### src/rtl/bss_pkg.sv
package bss_pkg;
  typedef enum logic [1:0] {
    PH_SHIFT = 2'd0,
    PH_HOLD  = 2'd1,
    PH_BUSY  = 2'd2,
    PH_GUARD = 2'd3
  } bss_phase_e;
endpackage

### src/rtl/bss_sync.sv
// Two-stage synchronizer per bit; resets to the idle-high bus level.
module bss_sync #(
  parameter int W = 2
) (
  input  logic         clk,
  input  logic         rst_n,
  input  logic [W-1:0] din,
  output logic [W-1:0] lvl
);
  for (genvar g = 0; g < W; g++) begin : g_bit
    logic meta_q, stab_q;
    always_ff @(posedge clk or negedge rst_n) begin
      if (!rst_n) begin
        meta_q <= 1'b1;
        stab_q <= 1'b1;
      end else begin
        meta_q <= din[g];
        stab_q <= meta_q;
      end
    end
    assign lvl[g] = stab_q;
  end
endmodule

### src/rtl/bss_edge.sv
// Edge detector on a synchronized level.
module bss_edge (
  input  logic clk,
  input  logic rst_n,
  input  logic lvl,
  output logic rise,
  output logic fall
);
  logic prev_q;
  always_ff @(posedge clk or negedge rst_n) begin
    if (!rst_n) prev_q <= 1'b1;
    else        prev_q <= lvl;
  end
  assign rise = lvl & ~prev_q;
  assign fall = ~lvl & prev_q;
endmodule

### src/rtl/bss_txhold.sv
// One-entry transmit holding register with valid/ready intake.
module bss_txhold #(
  parameter int DW = 8
) (
  input  logic          clk,
  input  logic          rst_n,
  input  logic          in_valid,
  output logic          in_ready,
  input  logic [DW-1:0] in_data,
  input  logic          take,
  output logic          full,
  output logic [DW-1:0] data
);
  logic accept;
  assign in_ready = ~full;
  assign accept   = in_valid & ~full;

  always_ff @(posedge clk or negedge rst_n) begin
    if (!rst_n) begin
      full <= 1'b0;
      data <= '0;
    end else if (accept) begin
      full <= 1'b1;
      data <= in_data;
    end else if (take) begin
      full <= 1'b0;
    end
  end
endmodule

### src/rtl/bss_ctrl.sv
// Bit framing, acknowledge timing and shift registers.
module bss_ctrl
  import bss_pkg::*;
#(
  parameter int             DW       = 8,
  parameter int             T_REL    = 538,
  parameter int             T_ACK    = 1750,
  parameter int             T_BUSY   = 500,
  parameter int             T_IDLE   = 2500,
  parameter logic [DW-1:0]  TX_RESET = '1
) (
  input  logic          clk,
  input  logic          rst_n,
  input  logic          clk_lvl,
  input  logic          clk_rise,
  input  logic          clk_fall,
  input  logic          dat_lvl,
  input  logic          hold_full,
  input  logic [DW-1:0] hold_data,
  output logic          take,
  output logic          pull,
  output logic          sdo,
  output logic          sdo_oe,
  output logic          rx_valid,
  output logic [DW-1:0] rx_data
);
  localparam int CW   = (DW > 1) ? $clog2(DW) : 1;
  localparam int TMAX = (T_ACK > T_BUSY) ? T_ACK : T_BUSY;
  localparam int TW   = $clog2(TMAX + 1);
  localparam int IW   = $clog2(T_IDLE + 1);
  localparam logic [CW-1:0] LAST_BIT = CW'(DW - 1);
  localparam logic [TW-1:0] REL_AT   = TW'(T_REL - 1);
  localparam logic [TW-1:0] ACK_AT   = TW'(T_ACK - 1);
  localparam logic [TW-1:0] BUSY_AT  = TW'(T_BUSY - 1);
  localparam logic [IW-1:0] IDLE_AT  = IW'(T_IDLE - 1);

  bss_phase_e    ph;
  logic [CW-1:0] bit_cnt;
  logic [TW-1:0] tmr;
  logic [IW-1:0] idle;
  logic [DW-1:0] rx_sh, tx_cur, tx_aligned;
  logic          partial;

  assign partial    = (bit_cnt != '0);
  assign tx_aligned = tx_cur << bit_cnt;
  assign take       = (ph == PH_BUSY) && (tmr == BUSY_AT) && hold_full;

  always_ff @(posedge clk or negedge rst_n) begin
    if (!rst_n) begin
      ph       <= PH_SHIFT;
      bit_cnt  <= '0;
      tmr      <= '0;
      idle     <= '0;
      rx_sh    <= '0;
      tx_cur   <= TX_RESET;
      pull     <= 1'b0;
      sdo      <= 1'b1;
      sdo_oe   <= 1'b0;
      rx_valid <= 1'b0;
      rx_data  <= '0;
    end else begin
      rx_valid <= 1'b0;
      case (ph)
        PH_SHIFT: begin
          if (clk_rise) begin
            rx_sh <= {rx_sh[DW-2:0], dat_lvl};
            idle  <= '0;
            if (bit_cnt == LAST_BIT) begin
              bit_cnt <= '0;
              tmr     <= '0;
              ph      <= PH_HOLD;
            end else begin
              bit_cnt <= bit_cnt + CW'(1);
            end
          end else if (clk_fall) begin
            sdo    <= tx_aligned[DW-1];
            sdo_oe <= 1'b1;
            idle   <= '0;
          end else if (partial && clk_lvl) begin
            if (idle == IDLE_AT) begin
              bit_cnt <= '0;
              sdo_oe  <= 1'b0;
              idle    <= '0;
            end else begin
              idle <= idle + IW'(1);
            end
          end else begin
            idle <= '0;
          end
        end
        PH_HOLD: begin
          tmr <= tmr + TW'(1);
          if (tmr == REL_AT) sdo_oe <= 1'b0;
          if (tmr == ACK_AT) begin
            ph       <= PH_BUSY;
            pull     <= 1'b1;
            rx_valid <= 1'b1;
            rx_data  <= rx_sh;
            tmr      <= '0;
          end
        end
        PH_BUSY: begin
          if (tmr != BUSY_AT) tmr <= tmr + TW'(1);
          if (take) begin
            pull   <= 1'b0;
            tx_cur <= hold_data;
            ph     <= PH_GUARD;
          end
        end
        PH_GUARD: begin
          if (clk_lvl) ph <= PH_SHIFT;
        end
        default: ph <= PH_SHIFT;
      endcase
    end
  end
endmodule

### src/rtl/busy_ack_serial_slave.sv
module busy_ack_serial_slave #(
  parameter int            DW       = 8,
  parameter int            T_REL    = 538,
  parameter int            T_ACK    = 1750,
  parameter int            T_BUSY   = 500,
  parameter int            T_IDLE   = 2500,
  parameter logic [DW-1:0] TX_RESET = '1
) (
  input  logic          clk,
  input  logic          rst_n,
  input  logic          sclk_in,
  output logic          sclk_pull,
  input  logic          sdi,
  output logic          sdo,
  output logic          sdo_oe,
  output logic          rx_valid,
  output logic [DW-1:0] rx_data,
  input  logic          tx_valid,
  output logic          tx_ready,
  input  logic [DW-1:0] tx_data
);
  logic [1:0]    lvl;
  logic          c_rise, c_fall, take, hold_full;
  logic [DW-1:0] hold_data;

  bss_sync #(.W(2)) u_sync (
    .clk(clk), .rst_n(rst_n), .din({sdi, sclk_in}), .lvl(lvl)
  );

  bss_edge u_edge (
    .clk(clk), .rst_n(rst_n), .lvl(lvl[0]), .rise(c_rise), .fall(c_fall)
  );

  bss_txhold #(.DW(DW)) u_hold (
    .clk(clk), .rst_n(rst_n), .in_valid(tx_valid), .in_ready(tx_ready),
    .in_data(tx_data), .take(take), .full(hold_full), .data(hold_data)
  );

  bss_ctrl #(
    .DW(DW), .T_REL(T_REL), .T_ACK(T_ACK), .T_BUSY(T_BUSY),
    .T_IDLE(T_IDLE), .TX_RESET(TX_RESET)
  ) u_ctrl (
    .clk(clk), .rst_n(rst_n), .clk_lvl(lvl[0]), .clk_rise(c_rise),
    .clk_fall(c_fall), .dat_lvl(lvl[1]), .hold_full(hold_full),
    .hold_data(hold_data), .take(take), .pull(sclk_pull), .sdo(sdo),
    .sdo_oe(sdo_oe), .rx_valid(rx_valid), .rx_data(rx_data)
  );
endmodule

### config.mk
export PLATFORM = sky130hd
export DESIGN_NAME = busy_ack_serial_slave
export DESIGN_NICKNAME = d
export VERILOG_FILES = /design/src/rtl/bss_pkg.sv /design/src/rtl/bss_sync.sv /design/src/rtl/bss_edge.sv /design/src/rtl/bss_txhold.sv /design/src/rtl/bss_ctrl.sv /design/src/rtl/busy_ack_serial_slave.sv
export SDC_FILE = /design/constraint.sdc
export NUM_CORES = 1
export LEC_CHECK = 0
export ABC_AREA = 1
export CORE_MARGIN = 3
export CORE_UTILIZATION = 40
export CTS_CLUSTER_SIZE = 25
export DETAILED_ROUTE_END_ITERATION = 8
export GPL_TIMING_DRIVEN = 0
export PLACE_DENSITY = 0.66
export RECOVER_POWER = 25
export SLEW_MARGIN = 10
export SYNTH_ARGS = -nofsm -noshare
export SYNTH_HDL_FRONTEND = slang
export SYNTH_SLANG_ARGS = --single-unit
### constraint.sdc
create_clock -name clk -period 2.19 [get_ports clk]
set_input_delay 0.438 -clock clk [delete_from_list [all_inputs] [get_ports clk]]
set_output_delay 0.438 -clock clk [all_outputs]
set_load 0.005 [all_outputs]
After elaboration in Yosys (flattened, before gate mapping). Index checks and enable logic that the tools add are counted.

Eq/ne operators: 20. Shifts and indexed selects: 1. Mux-type cells: 32. Add/sub/neg operators: 3. Reductions and logical operators: 20. Bitwise logic cells: 7.

Operators with widths (number): $mux 12 (4); $mux 11 (4); $pmux 11 s3 (1); $mux 3 (5); $add 12x1->12 const B (1); $eq 12x12->1 const B (1); $ne 2x2->1 const B (6); $add 11x1->11 const B (1); $eq 11x10->1 const B (1); $eq 11x11->1 const B (1); $eq 11x9->1 const B (1); $ne 11x9->1 const B (1); $mux 1 (10); $mux 2 (5); $reduce_and 5->1 (2); $reduce_bool 2->1 (5); $pmux 2 s4 (1); $reduce_and 4->1 (2); $shl 8x3->8 (1); $ne 2x1->1 const B (3); $ne 3x2->1 const B (2); $reduce_and 2->1 (3); $reduce_and 3->1 (2); $reduce_bool 3->1 (2); 9 further kinds (18).

Bits in registers: 70. Output and inout port bits: 13.

Longest topological paths before layout.
Word-level depth: 6. Gate-level depth with buffers: 11. Depth with buffers taken out: 11.

By module. From an unflattened synthesis, not the netlist that was laid out.

Cell total of the unflattened synthesis: 460. Area, all modules: 3751.1 µm².

By module, submodules not included: bss_ctrl (times used 1, seq. area each 1412.6 µm², cells each 411, area each 3218.1 µm²); bss_txhold (times used 1, seq. area each 225.2 µm², cells each 38, area each 371.6 µm²); bss_sync (times used 1, seq. area each 105.1 µm², cells each 6, area each 120.1 µm²); bss_edge (times used 1, seq. area each 26.3 µm², cells each 5, area each 41.3 µm²).

Worst setup path after synthesis. OpenSTA, ideal clock, no wires.

Path type: flip-flop to flip-flop. From: reg u_ctrl.ph[0]. To: reg u_ctrl.ph[0]. Path buffers: 0. Arrival: 1452 ps. Cell stages (with the launch flop): 10. Setup time: 117 ps. Period minus slack after synthesis: 1569 ps. Setup slack: 621 ps. Cell sequence: dfrtp_1 inv_1 ha_1 inv_2 nor2_2 nand4_4 nand2_2 nand3_2 nand2_1 nand2_1.

Word-level cells in the longest chain between the ends: 5.

Ends and longest elaborated chain: start: declaration (RTL line bss_ctrl.sv:37) `bss_phase_e ph;`; start signal: assignment (RTL line bss_ctrl.sv:50) `ph <= PH_SHIFT;`; start signal: assignment (RTL line bss_ctrl.sv:71) `ph <= PH_HOLD;`; start signal: assignment (RTL line bss_ctrl.sv:95) `ph <= PH_BUSY;`; $eq 2x2->1 (RTL line bss_ctrl.sv:46, bss_ctrl.sv:63); $logic_and 1x1->1 (2 in series) (RTL line bss_ctrl.sv:46) `assign take = (ph == PH_BUSY) && (tmr == BUSY_AT) && hold_full;`; $ne 2x2->1 (no line); $reduce_and 5->1 (no line).

Several ways; a longest one is shown, not always the timed one. A chain may end at the register's enable or synchronous reset.

Worst setup path after layout.
From: reg u_ctrl.bit_cnt[0]. To: reg u_ctrl.idle[3].

Word-level cells in the longest chain between the ends: 5.

Ends and longest elaborated chain: start: declaration (RTL line bss_ctrl.sv:38) `logic [CW-1:0] bit_cnt;`; start signal: assignment (RTL line bss_ctrl.sv:73) `bit_cnt <= bit_cnt + CW'(1);`; $reduce_bool 3->1 (RTL line bss_ctrl.sv:44) `assign partial = (bit_cnt != '0);`; $logic_and 1x1->1 (RTL line bss_ctrl.sv:79) `end else if (partial && clk_lvl) begin`; $mux 12 (RTL line bss_ctrl.sv:79); $mux 12 (RTL line bss_ctrl.sv:75) `end else if (clk_fall) begin`; $mux 12 (RTL line bss_ctrl.sv:65) `if (clk_rise) begin`; end signal: assignment (RTL line bss_ctrl.sv:85) `idle <= idle + IW'(1);`; end: declaration (RTL line bss_ctrl.sv:40) `logic [IW-1:0] idle;`.

No other way between the ends.

==> results.sh <==
export IMPL_cap_violations=0
export IMPL_yosysTopAreaCellShare_pct=38.7
export IMPL_design_die_area_um2=10200
export IMPL_grt_max_degree=42
export IMPL_startpoint_type="flop"
export IMPL_fillers=836
export IMPL_yosys_cell_types_count=33
export IMPL_fp_coreArea_um2=8760
export IMPL_globalplace_congestion=0.898
export IMPL_synthCells=429
export IMPL_fin_area_um2=4250
export IMPL_worst_endpoint_required_ns=2.46
export IMPL_cts_max_level=3
export IMPL_layout_commonest_cell="nand2_1"
export IMPL_initial_core_util_pct=41.3
export IMPL_arrival_ns=2.08
export IMPL_slowest_delay_ns=0.44
export IMPL_layout_common_cells="99 x nand2_1, 56 x dfrtp_1, 49 x inv_1"
export IMPL_clkLatencyLatePin_ns=0.36
export IMPL_ys_ff_latch=70
export IMPL_p_leak_nw=1.90
export IMPL_vias=2840
export IMPL_synth_yosys_warnings=0
export IMPL_dieHeight_um=101
export IMPL_num_antenna_cells=0
export IMPL_yosysSeqAreaShare_pct=48.9
export IMPL_synth_simple_area_share_pct=24.8
export IMPL_synth_fa_ha_area_share_pct=4.15
export IMPL_cts_tree="built"
export IMPL_slew_viol_final=0
export IMPL_yosys_mux_area_fraction_pct=0
export IMPL_antenna_found_initial=0
export IMPL_cts_reportedPaths_clkPinSlew_ns=0.08
export IMPL_synth_cell_area_um2=3620
export IMPL_syn_avg_cell_area_um2=8.43
export IMPL_period_share_pct=82.8
export IMPL_grt_pass1_wl_mm=12.7
export IMPL_worstSetupEndpointType="flop"
export IMPL_critPathBufInv=2
export IMPL_ir_worst_vdd_uv=611
export IMPL_worstHoldPathType="reg2reg"
export IMPL_crit_fanout=7
export IMPL_die_x_um=101
export IMPL_synthXorXnorAreaFrac_pct=1.69
export IMPL_overflow=0
export IMPL_core_rowCount=34
export IMPL_synth_top_family_by_area="simple AND/OR/NAND/NOR gates"
export IMPL_skew_ns=0.0111
export IMPL_ys_top_cells_by_area="dfrtp_1 39%, nand2_1 10%, dfstp_2 10%"
export IMPL_synthToLayoutAreaGrowth_pct=17.4
export IMPL_fin_cells=580
export IMPL_post_place_cells=563
export IMPL_clock_sinks=70
export IMPL_dr_pass1_iters=4
export IMPL_outcome="completed"
export IMPL_io_pins=26
export IMPL_postPlaceCellArea_um2=4020
export IMPL_cp_top_family="compound AO/OA/AOI/OAI gates"
export IMPL_drc=0
export IMPL_syn_num_nets=454
export IMPL_via_per_inst=4.90
export IMPL_crit_path_cell_trace="inv_1, ha_1, a21oi_2, nand3_1, a21oi_2, inv_2, o22ai_1"
export IMPL_wl_per_cell_um=12.2
export IMPL_ant_nets=0
export IMPL_cts_root_buf="clkbuf_8"
export IMPL_worstMarginPinSlew_ns=0.692
export IMPL_fmax_mhz=552
export IMPL_drt_initial_drc_count=117
export IMPL_grt_usage_pct=15.6
export IMPL_slew_headroom_pct=53.8
export IMPL_io_buffers=25
export IMPL_grt_pass1_vias=2831
export IMPL_rsz0062_at_grt="no"
export IMPL_synth_top_flop_cell="dfrtp_1"
export IMPL_power_density_nw_per_um2=953
export IMPL_drt_wl_total_mm=7.08
export IMPL_async_reset_ff_share_pct=100
export IMPL_synth_edf_count=0
export IMPL_final_nets=492
export IMPL_crit_path_frequent_cell="a21oi_2"
export IMPL_r2r_setup_slack_ns=0.38
export IMPL_cts_made_buffers=9
export IMPL_crit_type="reg2reg"
export IMPL_hpwl_mm=5.15
export IMPL_synth_compound_area_share_pct=13.1
export IMPL_clockBufferDepth=2
export IMPL_fin_crit_ns=1.81
export IMPL_finalHoldViolCount=0
export IMPL_yosysTopAreaCell="dfrtp_1"
export IMPL_setup_viol=0
export IMPL_drive_gt1_share_pct=17.6
export IMPL_cp_slowest_cell="dfrtp_1"
-- what timing repair did --
action                    in CTS  in global routing
setup buffers                  0                  0
resized for setup              0                  0
hold endpoints to repair       7                  0
hold buffers                   1                  0
-- state kept, by name (all words and copies together), names as in the netlist, 2 cells and up --
register             count
u_ctrl.bit_cnt           3
u_ctrl.idle             12
u_ctrl.ph                2
u_ctrl.rx_data           8
u_ctrl.rx_sh             8
u_ctrl.tmr              11
u_ctrl.tx_cur            8
u_hold.data              8
u_sync.g_bit.meta_q      2
u_sync.g_bit.stab_q      2
-- final timing paths --
check                                       startpoint  depth (start not counted)                     end
min in group asynchronous                        rst_n                          2       u_ctrl.rx_data[1]
max in group asynchronous                        rst_n                          3           u_edge.prev_q
worst min-delay path            u_sync.g_bit[1].meta_q                          0  u_sync.g_bit[1].stab_q
worst min register to register  u_sync.g_bit[1].meta_q                          0  u_sync.g_bit[1].stab_q
worst max-delay path                 u_ctrl.bit_cnt[0]                          7          u_ctrl.idle[3]
worst max register to register       u_ctrl.bit_cnt[0]                          7          u_ctrl.idle[3]
-- metrics by stage --
stage | setup slack (ns) | hold WS [ns] | utilization, % | power, mW | TNS, ns
3_5_place_dp | 0.378 | 0.348 | 45.9 | 2.87 | 0
2_1_floorplan | 0.621 | 0.142 | - | 2.51 | 0
3_3_place_gp | -1.64 | 0.347 | 45.7 | 2.83 | -103.74
5_1_grt | 0.167 | 0.366 | 48.4 | 4.37 | 0
6_report | 0.377 | 0.357 | 48.4 | 4.05 | 0
4_1_cts | 0.352 | 0.359 | 48.6 | 4.10 | 0
-- power breakdown --
| group | switching [mW] | internal, mW | total, mW |
|---|---|---|---|
| clock network | 0.524 | 0.678 | 1.20 |
| logic | 0.797 | 0.426 | 1.22 |
| registers | 0.138 | 1.48 | 1.62 |
-- cell usage after synthesis (2+ instances only) --
cell type / instances
nand4_1: 5
o21ai_2: 15
xor2_1: 6
nand3_2: 3
nand2_2: 9
a21oi_1: 13
o21ai_0: 28
nor2_2: 5
nor3_1: 4
ha_1: 12
a21oi_2: 4
o22ai_1: 2
inv_2: 6
dfstp_2: 14
o21ai_1: 12
nand3_1: 33
nor2_1: 35
clkbuf_1: 3
buf_6: 3
inv_1: 49
buf_2: 3
nand2_1: 99
dfrtp_1: 56
-- logic make-up after synthesis --
group,count (synthesis)
AND/OR/NAND/NOR,198
AO/OA/AOI/OAI,78
flip-flops,70
buffers and inverters,64
adder cells (fa/ha/maj),12
XOR/XNOR,7
-- metal layers --
metal / up-vias / part of all wire (%) / track usage (%)
met5: - / 0 / 0
met4: 0 / 2.2 / 7.57
met3: 15 / 2.4 / 2.91
met2: 37 / 48 / 25.5
met1: 1330 / 48 / 19.9
li1: 1458 / - / -
-- area by class of cell --
type	instances	area, µm²	share of cell area, %
Inverter	55	206	4.86
Clock inverter	6	92.6	2.18
Tap cell	108	135	3.18
Multi-Input combinational cell	295	1580	37.3
Timing Repair Buffer	27	263	6.19
Clock buffer	10	138	3.24
Sequential cell	70	1770	41.7
Buffer	9	60.1	1.41
Power figures use the tool's default switching activity.
